<file path="config.mk">
export PLATFORM = sky130hd
export DESIGN_NAME = i2c_mem_slave
export DESIGN_NICKNAME = d
export VERILOG_FILES = /design/src/rtl/i2cm_pkg.sv /design/src/rtl/i2cm_glitch_filt.sv /design/src/rtl/i2cm_store.sv /design/src/rtl/i2c_mem_slave.sv
export SDC_FILE = /design/constraint.sdc
export NUM_CORES = 1
export LEC_CHECK = 0
export ABC_AREA = 1
export BUFFER_PORTS_ARGS = -buffer_cell sky130_fd_sc_hd__buf_2
export CAP_MARGIN = 20
export CORE_MARGIN = 3
export CORE_UTILIZATION = 45
export DETAILED_ROUTE_END_ITERATION = 12
export MAX_ROUTING_LAYER = met4
export PLACE_DENSITY = 0.65
export SLEW_MARGIN = 20
export SYNTH_ARGS = -nofsm -noshare
export SYNTH_HDL_FRONTEND = slang
export SYNTH_SLANG_ARGS = --single-unit
</file>
<file path="constraint.sdc">
create_clock -name clk -period 2.9 [get_ports clk]
set_clock_uncertainty 0.1 [all_clocks]
set_input_delay 0.29 -clock clk [delete_from_list [all_inputs] [get_ports clk]]
set_output_delay 0.29 -clock clk [all_outputs]
set_load 0.01 [all_outputs]
</file>
<file path="src/rtl/i2cm_pkg.sv">
package i2cm_pkg;

  localparam logic [3:0] DEV_CODE = 4'b1010;

  typedef enum logic [2:0] {
    ST_IDLE,
    ST_DEV,
    ST_WADDR,
    ST_WDATA,
    ST_RD,
    ST_SKIP
  } slv_state_t;

  // device byte: type code, strap bits, direction bit
  function automatic logic dev_hit(input logic [7:0] b, input logic [2:0] sel);
    return (b[7:4] == DEV_CODE) && (b[3:1] == sel);
  endfunction

endpackage

</file>
<file path="src/rtl/i2cm_glitch_filt.sv">
module i2cm_glitch_filt #(
  parameter int LEN = 20
) (
  input  logic clk,
  input  logic rst_n,
  input  logic din,
  output logic dout
);
  localparam int CW = $clog2(LEN + 1);

  logic [1:0]    sync;
  logic [CW-1:0] cnt;

  always_ff @(posedge clk or negedge rst_n) begin
    if (!rst_n) begin
      sync <= 2'b11;
      dout <= 1'b1;
      cnt  <= '0;
    end else begin
      sync <= {sync[0], din};
      if (sync[1] == dout) begin
        cnt <= '0;
      end else if (cnt == CW'(LEN - 1)) begin
        dout <= sync[1];
        cnt  <= '0;
      end else begin
        cnt <= cnt + 1'b1;
      end
    end
  end
endmodule

</file>
<file path="src/rtl/i2cm_store.sv">
module i2cm_store #(
  parameter int DEPTH = 64,
  parameter int AW    = 6
) (
  input  logic          clk,
  input  logic          rst_n,
  input  logic          we,
  input  logic [AW-1:0] waddr,
  input  logic [7:0]    wdata,
  input  logic [AW-1:0] raddr,
  output logic [7:0]    rdata
);
  logic [7:0] cells [DEPTH];

  always_ff @(posedge clk or negedge rst_n) begin
    if (!rst_n) begin
      for (int i = 0; i < DEPTH; i++) cells[i] <= 8'h00;
    end else if (we) begin
      cells[waddr] <= wdata;
    end
  end

  assign rdata = cells[raddr];
endmodule

</file>
<file path="src/rtl/i2c_mem_slave.sv">
module i2c_mem_slave #(
  parameter int FILT_LEN    = 20,
  parameter int MEM_DEPTH   = 64,
  parameter int BUSY_CYCLES = 1000000
) (
  input  logic       clk,
  input  logic       rst_n,
  input  logic       scl_i,
  input  logic       sda_i,
  input  logic [2:0] dev_sel,
  input  logic       wp,
  output logic       sda_oe
);
  import i2cm_pkg::*;

  localparam int AW = $clog2(MEM_DEPTH);
  localparam int BW = $clog2(BUSY_CYCLES + 1);

  // ---------------- input filtering ----------------
  logic [1:0] raw_lines;
  logic [1:0] flt_lines;
  assign raw_lines = {scl_i, sda_i};

  genvar g;
  generate
    for (g = 0; g < 2; g++) begin : g_filt
      i2cm_glitch_filt #(.LEN(FILT_LEN)) u_filt (
        .clk  (clk),
        .rst_n(rst_n),
        .din  (raw_lines[g]),
        .dout (flt_lines[g])
      );
    end
  endgenerate

  logic scl_f, sda_f, scl_p, sda_p;
  assign scl_f = flt_lines[1];
  assign sda_f = flt_lines[0];

  // ---------------- named bus events ----------------
  logic scl_rise, scl_fall, start_ev, stop_ev;
  assign scl_rise = scl_f & ~scl_p;
  assign scl_fall = ~scl_f & scl_p;
  assign start_ev = scl_f & scl_p & sda_p & ~sda_f;
  assign stop_ev  = scl_f & scl_p & ~sda_p & sda_f;

  function automatic logic [AW-1:0] addr_next(input logic [AW-1:0] a);
    return (a == AW'(MEM_DEPTH - 1)) ? '0 : a + 1'b1;
  endfunction

  // ---------------- state ----------------
  slv_state_t    state;
  logic [3:0]    bit_cnt;
  logic          in_ack;
  logic [7:0]    shreg;
  logic [7:0]    txreg;
  logic [AW-1:0] addr;
  logic          mack;
  logic          rw_q;
  logic          wr_pend;
  logic [BW-1:0] busy_cnt;
  logic          oe_q;
  logic [7:0]    rd_data;

  logic busy, byte_rx, ack_end, dev_ok, wr_strobe;
  assign busy      = (busy_cnt != '0);
  assign byte_rx   = scl_fall & ~in_ack & (bit_cnt == 4'd8);
  assign ack_end   = scl_fall & in_ack;
  assign dev_ok    = dev_hit(shreg, dev_sel) & ~busy;
  assign wr_strobe = byte_rx & (state == ST_WDATA) & ~wp & ~start_ev & ~stop_ev;

  i2cm_store #(.DEPTH(MEM_DEPTH), .AW(AW)) u_store (
    .clk  (clk),
    .rst_n(rst_n),
    .we   (wr_strobe),
    .waddr(addr),
    .wdata(shreg),
    .raddr(addr),
    .rdata(rd_data)
  );

  always_ff @(posedge clk or negedge rst_n) begin
    if (!rst_n) begin
      scl_p    <= 1'b1;
      sda_p    <= 1'b1;
      state    <= ST_IDLE;
      bit_cnt  <= '0;
      in_ack   <= 1'b0;
      shreg    <= '0;
      txreg    <= '0;
      addr     <= '0;
      mack     <= 1'b0;
      rw_q     <= 1'b0;
      wr_pend  <= 1'b0;
      busy_cnt <= '0;
      oe_q     <= 1'b0;
    end else begin
      scl_p <= scl_f;
      sda_p <= sda_f;
      if (busy) busy_cnt <= busy_cnt - 1'b1;

      if (start_ev) begin
        state   <= ST_DEV;
        bit_cnt <= '0;
        in_ack  <= 1'b0;
        oe_q    <= 1'b0;
      end else if (stop_ev) begin
        state   <= ST_IDLE;
        in_ack  <= 1'b0;
        oe_q    <= 1'b0;
        if (wr_pend) begin
          busy_cnt <= BW'(BUSY_CYCLES);
          wr_pend  <= 1'b0;
        end
      end else begin
        unique case (state)
          ST_DEV, ST_WADDR, ST_WDATA: begin
            if (scl_rise && !in_ack && bit_cnt < 4'd8) begin
              shreg   <= {shreg[6:0], sda_f};
              bit_cnt <= bit_cnt + 1'b1;
            end
            if (byte_rx) begin
              in_ack <= 1'b1;
              unique case (state)
                ST_DEV: begin
                  oe_q <= dev_ok;
                  rw_q <= shreg[0];
                end
                ST_WADDR: begin
                  addr <= shreg[AW-1:0];
                  oe_q <= 1'b1;
                end
                default: begin
                  oe_q <= 1'b1;
                  addr <= addr_next(addr);
                  if (!wp) wr_pend <= 1'b1;
                end
              endcase
            end
            if (ack_end) begin
              in_ack  <= 1'b0;
              bit_cnt <= '0;
              oe_q    <= 1'b0;
              unique case (state)
                ST_DEV: begin
                  if (!oe_q) begin
                    state <= ST_SKIP;
                  end else if (rw_q) begin
                    state <= ST_RD;
                    txreg <= rd_data;
                    addr  <= addr_next(addr);
                    oe_q  <= ~rd_data[7];
                  end else begin
                    state <= ST_WADDR;
                  end
                end
                ST_WADDR: state <= ST_WDATA;
                default:  state <= ST_WDATA;
              endcase
            end
          end
          ST_RD: begin
            if (scl_rise) begin
              if (in_ack) mack <= ~sda_f;
              else        bit_cnt <= bit_cnt + 1'b1;
            end
            if (scl_fall && !in_ack) begin
              if (bit_cnt == 4'd8) begin
                in_ack <= 1'b1;
                oe_q   <= 1'b0;
              end else begin
                txreg <= {txreg[6:0], 1'b0};
                oe_q  <= ~txreg[6];
              end
            end
            if (ack_end) begin
              in_ack  <= 1'b0;
              bit_cnt <= '0;
              if (mack) begin
                txreg <= rd_data;
                addr  <= addr_next(addr);
                oe_q  <= ~rd_data[7];
              end else begin
                state <= ST_SKIP;
                oe_q  <= 1'b0;
              end
            end
          end
          default: oe_q <= 1'b0;
        endcase
      end
    end
  end

  assign sda_oe = oe_q;
endmodule

</file>
==> results of run 1 <==
-- worst max-delay path by stage --
stage / to / slack, ps / cells after the start / start
2_1_floorplan: u_store.cells[350] / 620 / 11 / scl_p
3_3_place_gp: u_store.cells[462] / 320 / 10 / bit_cnt[0]
3_5_place_dp: u_store.cells[286] / 200 / 10 / bit_cnt[0]
4_1_cts: u_store.cells[461] / 170 / 10 / bit_cnt[0]
5_1_grt: sda_oe / 5 / 10 / addr[0]
6_report: sda_oe / 180 / 10 / addr[0]
-- metrics by stage --
step	worst slack [ps]	instance area (um^2)	instances	power, uW	utilization, %
2_1_floorplan	620	27900	3698	8320	-
3_3_place_gp	324	29500	4434	8550	48.5
3_5_place_dp	200	29500	4434	8550	48.5
4_1_cts	171	31800	4556	17000	52.1
5_1_grt	4.78	31800	4560	17300	52.2
6_report	184	31800	4560	16800	52.2
-- kinds of logic (layout without fill, tap and decap cells) --
group | Yosys count | after routing | synth area share (%)
adders and majority gates | 7 | 7 | 0.314
buffers and inverters | 370 | 404 | 5.25
xor gates and xnor gates | 18 | 18 | 0.565
and+or+nand+nor | 2063 | 2063 | 29.2
muxes | 24 | 24 | 0.865
DFF | 583 | 583 | 52.3
AOI/OAI and AO/OA | 633 | 633 | 11.5
-- flip-flops by register name (all words and copies together), names as in the netlist --
signal,count
addr,6
g_filt.u_filt.dout,2
sda_oe,1
sda_p,1
scl_p,1
in_ack,1
mack,1
busy_cnt,20
rw_q,1
shreg,8
u_store.cells,512
g_filt.u_filt.cnt,10
state,3
bit_cnt,4
wr_pend,1
txreg,7
g_filt.u_filt.sync,4
-- per-layer routing --
| metal | share of wire [%] | vias up |
|---|---|---|
| li1 | - | 11800 |
| met1 | 47 | 11500 |
| met2 | 45 | 613 |
| met3 | 5.8 | 117 |
| met4 | 2.5 | 0 |
| met5 | 0 | - |
-- timing repair --
item                                   4_1_cts  5_1_grt
buffers inserted                             0        4
gates resized for setup                      0        0
hold buffers                                 4        0
endpoints found under the hold margin      113        0
setup endpoints to repair                    0       13
-- Yosys cell counts, types with 7 or more instances --
cell,instances,share of area (%)
nand2_1,1704,23
dfrtp_1,575,52
o21ai_0,551,9.9
clkbuf_1,187,2.5
nor2_1,131,1.8
inv_1,125,1.7
nand3_1,124,2.2
nand4_1,68,1.5
a21oi_1,61,1.1
buf_2,35,0.63
mux2i_1,23,0.82
nor3_1,17,0.30
buf_1,14,0.19
xor2_1,13,0.41
dfstp_2,8,0.75
ha_1,7,0.31
or2_2,7,0.16
-- final cells by class --
type	count	area, um^2	share of cell area, %
clock buffer	108	2110	6.62
clock inverter	10	83.8	0.264
inverter	128	489	1.54
multi-input combinational	2745	11900	37.4
sequential	583	14600	45.9
tap	828	1040	3.26
timing repair buffer	158	1590	4.99
-- where the power goes --
group	switching, uW	internal, uW
Clock	3350	5040
Combinational	183	58.2
Sequential	6.99	8150
==> key figures, run 1 <==
Status
  – Outcome: finished, final reports clean

Clock network
  – Clock latency at the later pin of the worst-skew pair: 600 ps
  – Clock root cell: clkbuf_16
  – H-Tree Depth: 3
  – Clock buffer depth: 3
  – CTS buffer count: 66
  – Worst-path clk slew: 60 ps
  – Clk sinks: 583
  – CTS tree: done

Setup path
  – Critical-path cell list: buf_12, buf_4, nand2_1, nand3_1, nand2_1, o21ai_0, nand2_1, nor2_1, nand3_1, a21oi_1
  – Crit path max-delay cell type: o21ai_0
  – CP Class: flop to flop
  – Reg2reg start: addr[0]
  – Data required, critical path: 3320 ps
  – Reg-to-Reg End: sda_oe
  – Max incr delay on CP: 530 ps
  – Arr. time, crit path: 3130 ps
  – R2R cell count: 10
  – Delay-heaviest family, CP: compound AO/OA/AOI/OAI gates
  – CP Capture Type: flop
  – Worst-path maximum fanout: 49
  – CP bufs+invs: 2
  – Worst Setup Start Kind: flop
  – Top cell by count, worst path: nand2_1
  – Reg2Reg Setup Slack: 180 ps

Pwr
  – VDD IR max: 0.000363 V
  – Leakage: 0.0158 uW
  – PwrDens: 528 nW/um^2

Drt
  – Number of vias per cell: 5.27
  – Drt drc: 0
  – Antenna-violating nets left: 0
  – Via count: 24000
  – WL/cell: 17.2 um
  – Drt pass-1 iters: 6
  – Detailed Route WL: 78400 um
  – DRT iter0 DRCs: 2315

Synth
  – Synth Warn #: 0
  – Synth Flop Type: dfrtp_1
  – Cells after Synth: 3698
  – Post-synth EDFFs: 0
  – Post-synthesis cell type count: 41
  – Yosys reg bits: 583
  – Synth Area per Inst: 7.55 um^2
  – Mapped Nets: 3713
  – Synth Cell Area: 27900 um^2
  – Asr flop ratio synth: 100%
  – Seq/Total Area, Yosys: 52.3%

STA
  – Worst slew pin tran: 896 ps
  – Final setup viols: 0
  – Setup TNS: 0 ps
  – RSZ-0062 raised after global routing: false
  – Hold Vio Cnt, Final: 0
  – Hold_ws: 150 ps
  – Fin. max-slew vios: 0
  – Fin crit period: 2720 ps
  – Slew HR: 40.3%
  – FMAX: 0.368 GHz
  – Crit share post-route: 93.6%

Floorplan
  – Rows: 90
  – # IOs: 9
  – Die width: 255 um
  – Initial Util: 45.8%
  – Die ar.: 65100 um^2
  – Die Y: 255 um
  – Core Area: 60900 um^2

Placement
  – Detailed Place HPWL: 48100 um
  – RD Place Congestion: 0.905
  – IO buf count: 8

Min path
  – Worst Hold Class: input port to async pin

Finish
  – Filler Cells Inserted: 5843
  – Nets@finish: 3697
  – ANT cells: 0
  – Most frequent cells in the layout: 1704 x nand2_1, 572 x dfrtp_1, 551 x o21ai_0, 128 x nor2_1, 124 x nand3_1
  – Layout cells sized above 1: 7.85%
  – Commonest non-fill, non-tap cell in the layout: nand2_1
  – Area growth syn-to-layout: 13.9%

Global route
  – GR peak layer: met2
  – Met1 usage: 34.9%
  – Initial antenna violation count: 0
  – Largest net degree at the start of global routing: 100
  – Met2 GRT Util: 37.9%
  – Total GRT Usage: 25.1%
  – Number of global-route vias before repair: 22400
  – Met3 global-route usage: 4.55%
  – Grt total ovfl: 0
  – First-pass GRT wire length: 125000 um

Run
  – # Max-Cap Violations: 0
Power figures use the tool's default switching activity.
==> inputs of run 2 (changes only) <==
--- a/config.mk
+++ b/config.mk
@@ -9,10 +9,10 @@
 export BUFFER_PORTS_ARGS = -buffer_cell sky130_fd_sc_hd__buf_2
 export CAP_MARGIN = 20
 export CORE_MARGIN = 3
-export CORE_UTILIZATION = 45
+export CORE_UTILIZATION = 64
 export DETAILED_ROUTE_END_ITERATION = 12
 export MAX_ROUTING_LAYER = met4
-export PLACE_DENSITY = 0.65
+export PLACE_DENSITY = 0.85
 export SLEW_MARGIN = 20
 export SYNTH_ARGS = -nofsm -noshare
 export SYNTH_HDL_FRONTEND = slang
==> constraint.sdc (replaced) <==
create_clock -name clk -period 2.93 [get_ports clk]
set_clock_uncertainty 0.1 [all_clocks]
set_input_delay 0.293 -clock clk [delete_from_list [all_inputs] [get_ports clk]]
set_output_delay 0.293 -clock clk [all_outputs]
set_load 0.01 [all_outputs]
==> run 2 against run 1 <==
Against the previous run: via count up 3.5%; sequential share of layout area up 1.3 points; worst setup slack better by 1.7 ps.
==> key figures, run 2 (synthesis results as in run 1) <==
Status
  – Outcome: finished, final reports clean

Floorplan
  – Initial Util: 65.7%
  – Core Area: 42500 um^2
  – # IOs: 9
  – Die ar.: 46200 um^2
  – Die Y: 215 um
  – Die width: 215 um
  – Rows: 75

Setup path
  – CP Class: flop to flop
  – R2R cell count: 10
  – Arr. time, crit path: 3130 ps
  – Data required, critical path: 3310 ps
  – Worst-path maximum fanout: 35
  – CP Capture Type: flop
  – Worst Setup Start Kind: flop

Clock network
  – Post-cts sizing count: 0
  – CTS buffer count: 58
  – CTS tree: done
  – Clock root cell: clkbuf_16
  – Clk sinks: 583
  – H-Tree Depth: 2
  – Worst-path clk slew: 70 ps
  – Clock latency at the later pin of the worst-skew pair: 640 ps
  – Clock buffer depth: 3

Global route
  – Grt total ovfl: 0
  – Number of global-route vias before repair: 23800
  – Total GRT Usage: 33.7%
  – Largest net degree at the start of global routing: 85
  – First-pass GRT wire length: 124000 um
  – Initial antenna violation count: 0

Drt
  – Via count: 24900
  – Detailed Route WL: 75000 um
  – Drt drc: 0
  – WL/cell: 17.5 um
  – Antenna-violating nets left: 0
  – DRT iter0 DRCs: 2754
  – Number of vias per cell: 5.81
  – Drt pass-1 iters: 6

Finish
  – Most frequent cells in the layout: 1704 x nand2_1, 572 x dfrtp_1, 551 x o21ai_0, 128 x nor2_1, 124 x nand3_1
  – Nets@finish: 3672
  – Top flop regs: u_store.cells (512), busy_cnt (20), g_filt.u_filt.cnt (10)
  – Area growth syn-to-layout: 10.8%
  – Largest Register: u_store.cells
  – Layout cells sized above 1: 7.22%
  – ANT cells: 0
  – Commonest non-fill, non-tap cell in the layout: nand2_1
  – Number of flip-flops under the largest register name: 512

STA
  – Worst slew pin tran: 774 ps
  – Fin. max-slew vios: 0
  – Hold Vio Cnt, Final: 0
  – FMAX: 0.364 GHz
  – Slew HR: 48.1%
  – RSZ-0062 raised after global routing: false
  – Crit share post-route: 93.6%
  – Final setup viols: 0
  – Fin crit period: 2740 ps
  – Setup TNS: 0 ps

Placement
  – RD Place Congestion: 0.919
  – Detailed Place HPWL: 45700 um
  – IO buf count: 8

Run
  – # Max-Cap Violations: 0

Pwr
  – Total power: 15600 uW
  – Leakage: 0.0155 uW
  – VDD IR max: 0.000482 V
  – PwrDens: 505 nW/um^2

Min path
  – Worst Hold Class: input port to async pin
==> run 2: cell count changes in the layout (fill, tap and decap cells not counted), sizes merged <==
cell      delta
clkbuf      -28
buf         -17
clkinv       +7
clkinvlp     +3
bufinv       +2
inv          +1
==> run 2: final timing paths <==
check / slack, ps / startpoint / endpoint
setup / recovery: 190 / scl_p / u_store.cells[400]
hold / removal: 160 / rst_n / u_store.cells[274]
setup reg to reg: 190 / scl_p / u_store.cells[400]
hold reg to reg: 260 / g_filt[0].u_filt.sync[0] / g_filt[0].u_filt.sync[1]
max in group asynchronous: 1630 / rst_n / g_filt[0].u_filt.sync[0]
min in group clk: 200 / sda_i / g_filt[0].u_filt.sync[0]
==> run 2: area by class of cell <==
class	instances	area [um^2]
inverter	128	489
tap	577	722
fill	3271	11600
clock inverter	23	221
timing repair buffer	141	1380
multi-input combinational	2745	11900
sequential	583	14600
clock buffer	80	1630
==> run 2: critical path, stage by stage, from the launching register on <==
cell and delay, ps:
dfstp_2 540, inv_1 60, nor2_2 120, nand2_1 100, nor2_1 270, nand3_1 190, inv_2 150, buf_12 220
nand4_1 520, nand2_1 220, o21ai_0 100
==> run 2: timing repair <==
action / CTS / global route
setup endpoints to repair: 0 / 26
hold buffers: 4 / 0
hold endpoints to repair: 61 / 0
buffers inserted: 0 / 8
==> run 2: metal layers <==
layer / wire length (um) / track usage, % / share of wire, %
met1: 31800 / 46.5 / 42
met2: 34300 / 51.5 / 46
met3: 6460 / 4.97 / 8.6
met4: 2450 / 12.2 / 3.3
met5: 0 / - / 0
==> run 2: metrics by stage <==
stage	std cells	hold WS (ps)	util (%)	area (um^2)	setup WS, ps
after floorplan	3698	-103	-	27900	650
after global placement	4162	229	68.2	29000	377
after detailed placement	4162	225	68.2	29000	252
after CTS	4269	157	72.7	30900	209
after global routing	4277	203	72.8	30900	0.648
final	4277	157	72.8	30900	186
==> run 2: report_power, final <==
group / switching (uW) / total (uW) / internal, uW
logic: 172 / 213 / 41.7
registers: 7.05 / 8070 / 8060
clock network: 3180 / 7330 / 4150
==> inputs of run 3 (changes only) <==
--- a/config.mk
+++ b/config.mk
@@ -16,4 +16,5 @@
 export SLEW_MARGIN = 20
 export SYNTH_ARGS = -nofsm -noshare
 export SYNTH_HDL_FRONTEND = slang
+export SYNTH_HIERARCHICAL = 1
 export SYNTH_SLANG_ARGS = --single-unit
==> run 3 against run 2 <==
Against the previous run: non-clock buffer count is 31 higher; sequential power grew 2%; synthesized area fell by 1.6%; total power increased by 12%; global-route usage is 1.5 points higher; die area decreased by 1.6%; critical path type unchanged; critical endpoint is now u_store/cells[142].
==> key figures, run 3 <==
Status
  – Outcome: finished, final reports clean

Finish
  – Utilization after layout: 73.7%
  – Most frequent cells in the layout: 1273 x nand2_1, 572 x dfrtp_1, 460 x nand3_1, 446 x o21ai_0, 159 x nor2_1
  – Top flop regs: u_store/cells (512), busy_cnt (20), g_filt.u_filt/cnt (10)
  – Layout cells sized above 1: 10.2%
  – Area growth syn-to-layout: 13.1%
  – Non-Filler Instances: 4089
  – Commonest non-fill, non-tap cell in the layout: nand2_1
  – Nets@finish: 3516
  – Register area: 14600 um^2
  – Filler Cells Inserted: 3050
  – Largest Register: u_store/cells
  – Area of the multi-input gates: 11500 um^2
  – Number of flip-flops under the largest register name: 512

Floorplan
  – Initial Util: 65.2%
  – Die Y: 213 um
  – Die ar.: 45400 um^2
  – Rows: 75
  – Die width: 213 um
  – # IOs: 9
  – Core Area: 42100 um^2

Setup path
  – Arr. time, crit path: 3110 ps
  – Reg-to-Reg End: u_store/cells[142]
  – Reg2Reg Setup Slack: 180 ps
  – CP Class: flop to flop
  – Reg2reg start: scl_p
  – CP Capture Type: flop
  – Worst-path maximum fanout: 16
  – R2R cell count: 15
  – Worst Setup Start Kind: flop
  – Data required, critical path: 3290 ps

STA
  – Fin. max-slew vios: 0
  – FMAX: 0.363 GHz
  – Final setup viols: 0
  – Crit share post-route: 93.9%
  – RSZ-0062 raised after global routing: false
  – Setup TNS: 0 ps
  – Slew HR: 40.4%
  – Hold Vio Cnt, Final: 0
  – Hold_ws: 176 ps
  – Worst slew pin tran: 893 ps
  – Fin crit period: 2750 ps

Clock network
  – CTS buffer count: 57
  – Post-CTS Setup Bufs: 0
  – Clock latency at the later pin of the worst-skew pair: 630 ps
  – Clk sinks: 583
  – Worst-path clk slew: 70 ps
  – H-Tree Depth: 2
  – CTS tree: done
  – Clock root cell: clkbuf_16
  – Clock buffer depth: 3

Synth
  – Synth Area in Compound Gates: 10.8%
  – Post-synth EDFFs: 0
  – Xor and xnor area share after synthesis: 0.351%
  – Fraction of the mapped netlist area in simple logic gates: 30.4%
  – Cell taking the most area after synthesis: dfrtp_1
  – Mux cell area share after synthesis: 0.0410%
  – Area share of fa/ha/maj cells after synthesis: 0.319%
  – Asr flop ratio synth: 100%
  – Synth top area share: 52.4%
  – Synth Cell Area: 27500 um^2
  – Cells after Synth: 3497
  – Synth Warn #: 6
  – Yosys reg bits: 583
  – Seq/Total Area, Yosys: 53.2%
  – Post-synth top cells: 1279 x nand2_1, 575 x dfrtp_1, 460 x nand3_1
  – Top cells by area, synth: dfrtp_1 52%, nand2_1 17%, nand3_1 8.4%
  – Main combinational cell family by area after synthesis: simple AND/OR/NAND/NOR gates
  – Mapped Nets: 3512
  – Post-synthesis cell type count: 42
  – Synth Flop Type: dfrtp_1
  – Synth Area per Inst: 7.85 um^2
  – Most numerous cell in the Yosys netlist: nand2_1

Pwr
  – VDD IR max: 0.000615 V
  – PwrDens: 561 nW/um^2
  – Leakage: 0.0143 uW

Drt
  – WL/cell: 18.7 um
  – Metal2 WL: 35900 um
  – Via count: 24800
  – WL met3: 6660 um
  – Drt drc: 0
  – Antenna-violating nets left: 0
  – Drt pass-1 iters: 6
  – M1 WL: 30400 um
  – Number of vias per cell: 6.07
  – DRT iter0 DRCs: 3053
  – Detailed Route WL: 76600 um
  – Max layer used: met4

Global route
  – Grt total ovfl: 0
  – Total GRT Usage: 35.2%
  – Number of global-route vias before repair: 24000
  – Largest net degree at the start of global routing: 101
  – First-pass GRT wire length: 123000 um
  – Initial antenna violation count: 1

Placement
  – IO buf count: 8
  – RD Place Congestion: 0.925
  – DP Cell Count: 3975
  – Detailed Place HPWL: 47600 um

Min path
  – Worst Hold Class: input port to async pin

Run
  – # Max-Cap Violations: 0
run 3: changes by cell type after synthesis, moves of 7 or more:
cell,change
mux2i_1,-23
a21oi_1,+51
inv_1,-41
nand2_1,-425
inv_2,+10
nor2_1,+28
nand4_1,-55
nor2_2,+18
nand2_2,+8
clkinv_1,+7
nand3_1,+336
clkbuf_1,-17
o21ai_0,-104
run 3: cell families (layout without fill, tap and decap cells):
family | after synthesis | count (layout)
compound gates | 583 | 583
xor+xnor | 11 | 11
fa+ha+maj | 7 | 7
buf+inv | 331 | 383
flops | 583 | 583
mux | 1 | 1
other cells | 0 | 1
simple gates | 1981 | 1981
run 3: where the power goes:
| part | internal [uW] | total [uW] | switching, uW |
|---|---|---|---|
| clock | 4420 | 7600 | 3180 |
| combinational | 545 | 1630 | 1080 |
| sequential | 8160 | 8200 | 39.4 |
| total | 13100 | 17400 | 4300 |
run 3: cell type report:
type                       instances  area share, %
tap                              539           2.17
clock buffer                      84           5.53
multi-input combinational       2583           37.2
antenna                            1        0.00805
inverter                         104           1.28
sequential                       583           47.0
clock inverter                    23          0.826
timing repair buffer             172           6.00
run 3: worst max-delay path by stage:
stage,startpoint,to,slack (ps)
after global routing,scl_p,u_store/cells[286],2
after floorplan,scl_p,u_store/cells[430],230
after CTS,bit_cnt[0],u_store/cells[4],70
after global placement,scl_p,u_store/cells[262],190
final,scl_p,u_store/cells[142],180
after detailed placement,bit_cnt[0],u_store/cells[258],130
run 3: repair_timing:
item,in CTS,in global routing
hold endpoints to repair,60,0
gates resized for setup,0,17
hold buffers,4,0
setup endpoints to repair,0,99
run 3: through the flow:
step	total power [uW]	cell area [um^2]	setup slack, ps
global route	18100	31100	2.10
floorplan	9500	27500	232
CTS	17500	31000	74.3
detailed placement	9960	29000	126
finish	17400	31100	178
global placement	9860	29000	187
run 3: critical path, cell delays in order (launching register included):
cell	delay, ps
dfstp_2	550
inv_1	60
nor2_2	110
nand2_2	80
inv_1	70
nand2_1	80
nor4_2	300
buf_4	190
inv_1	70
buf_12	150
nor4_4	280
buf_4	180
nand2_1	90
buf_12	160
nand2_1	50
o21ai_0	70
run 3: routing by layer:
layer	vias up	GRT usage [%]
met5	-	-
met4	0	17.2
met3	277	6.33
met2	1251	54.5
met1	11900	45.2
li1	11500	-
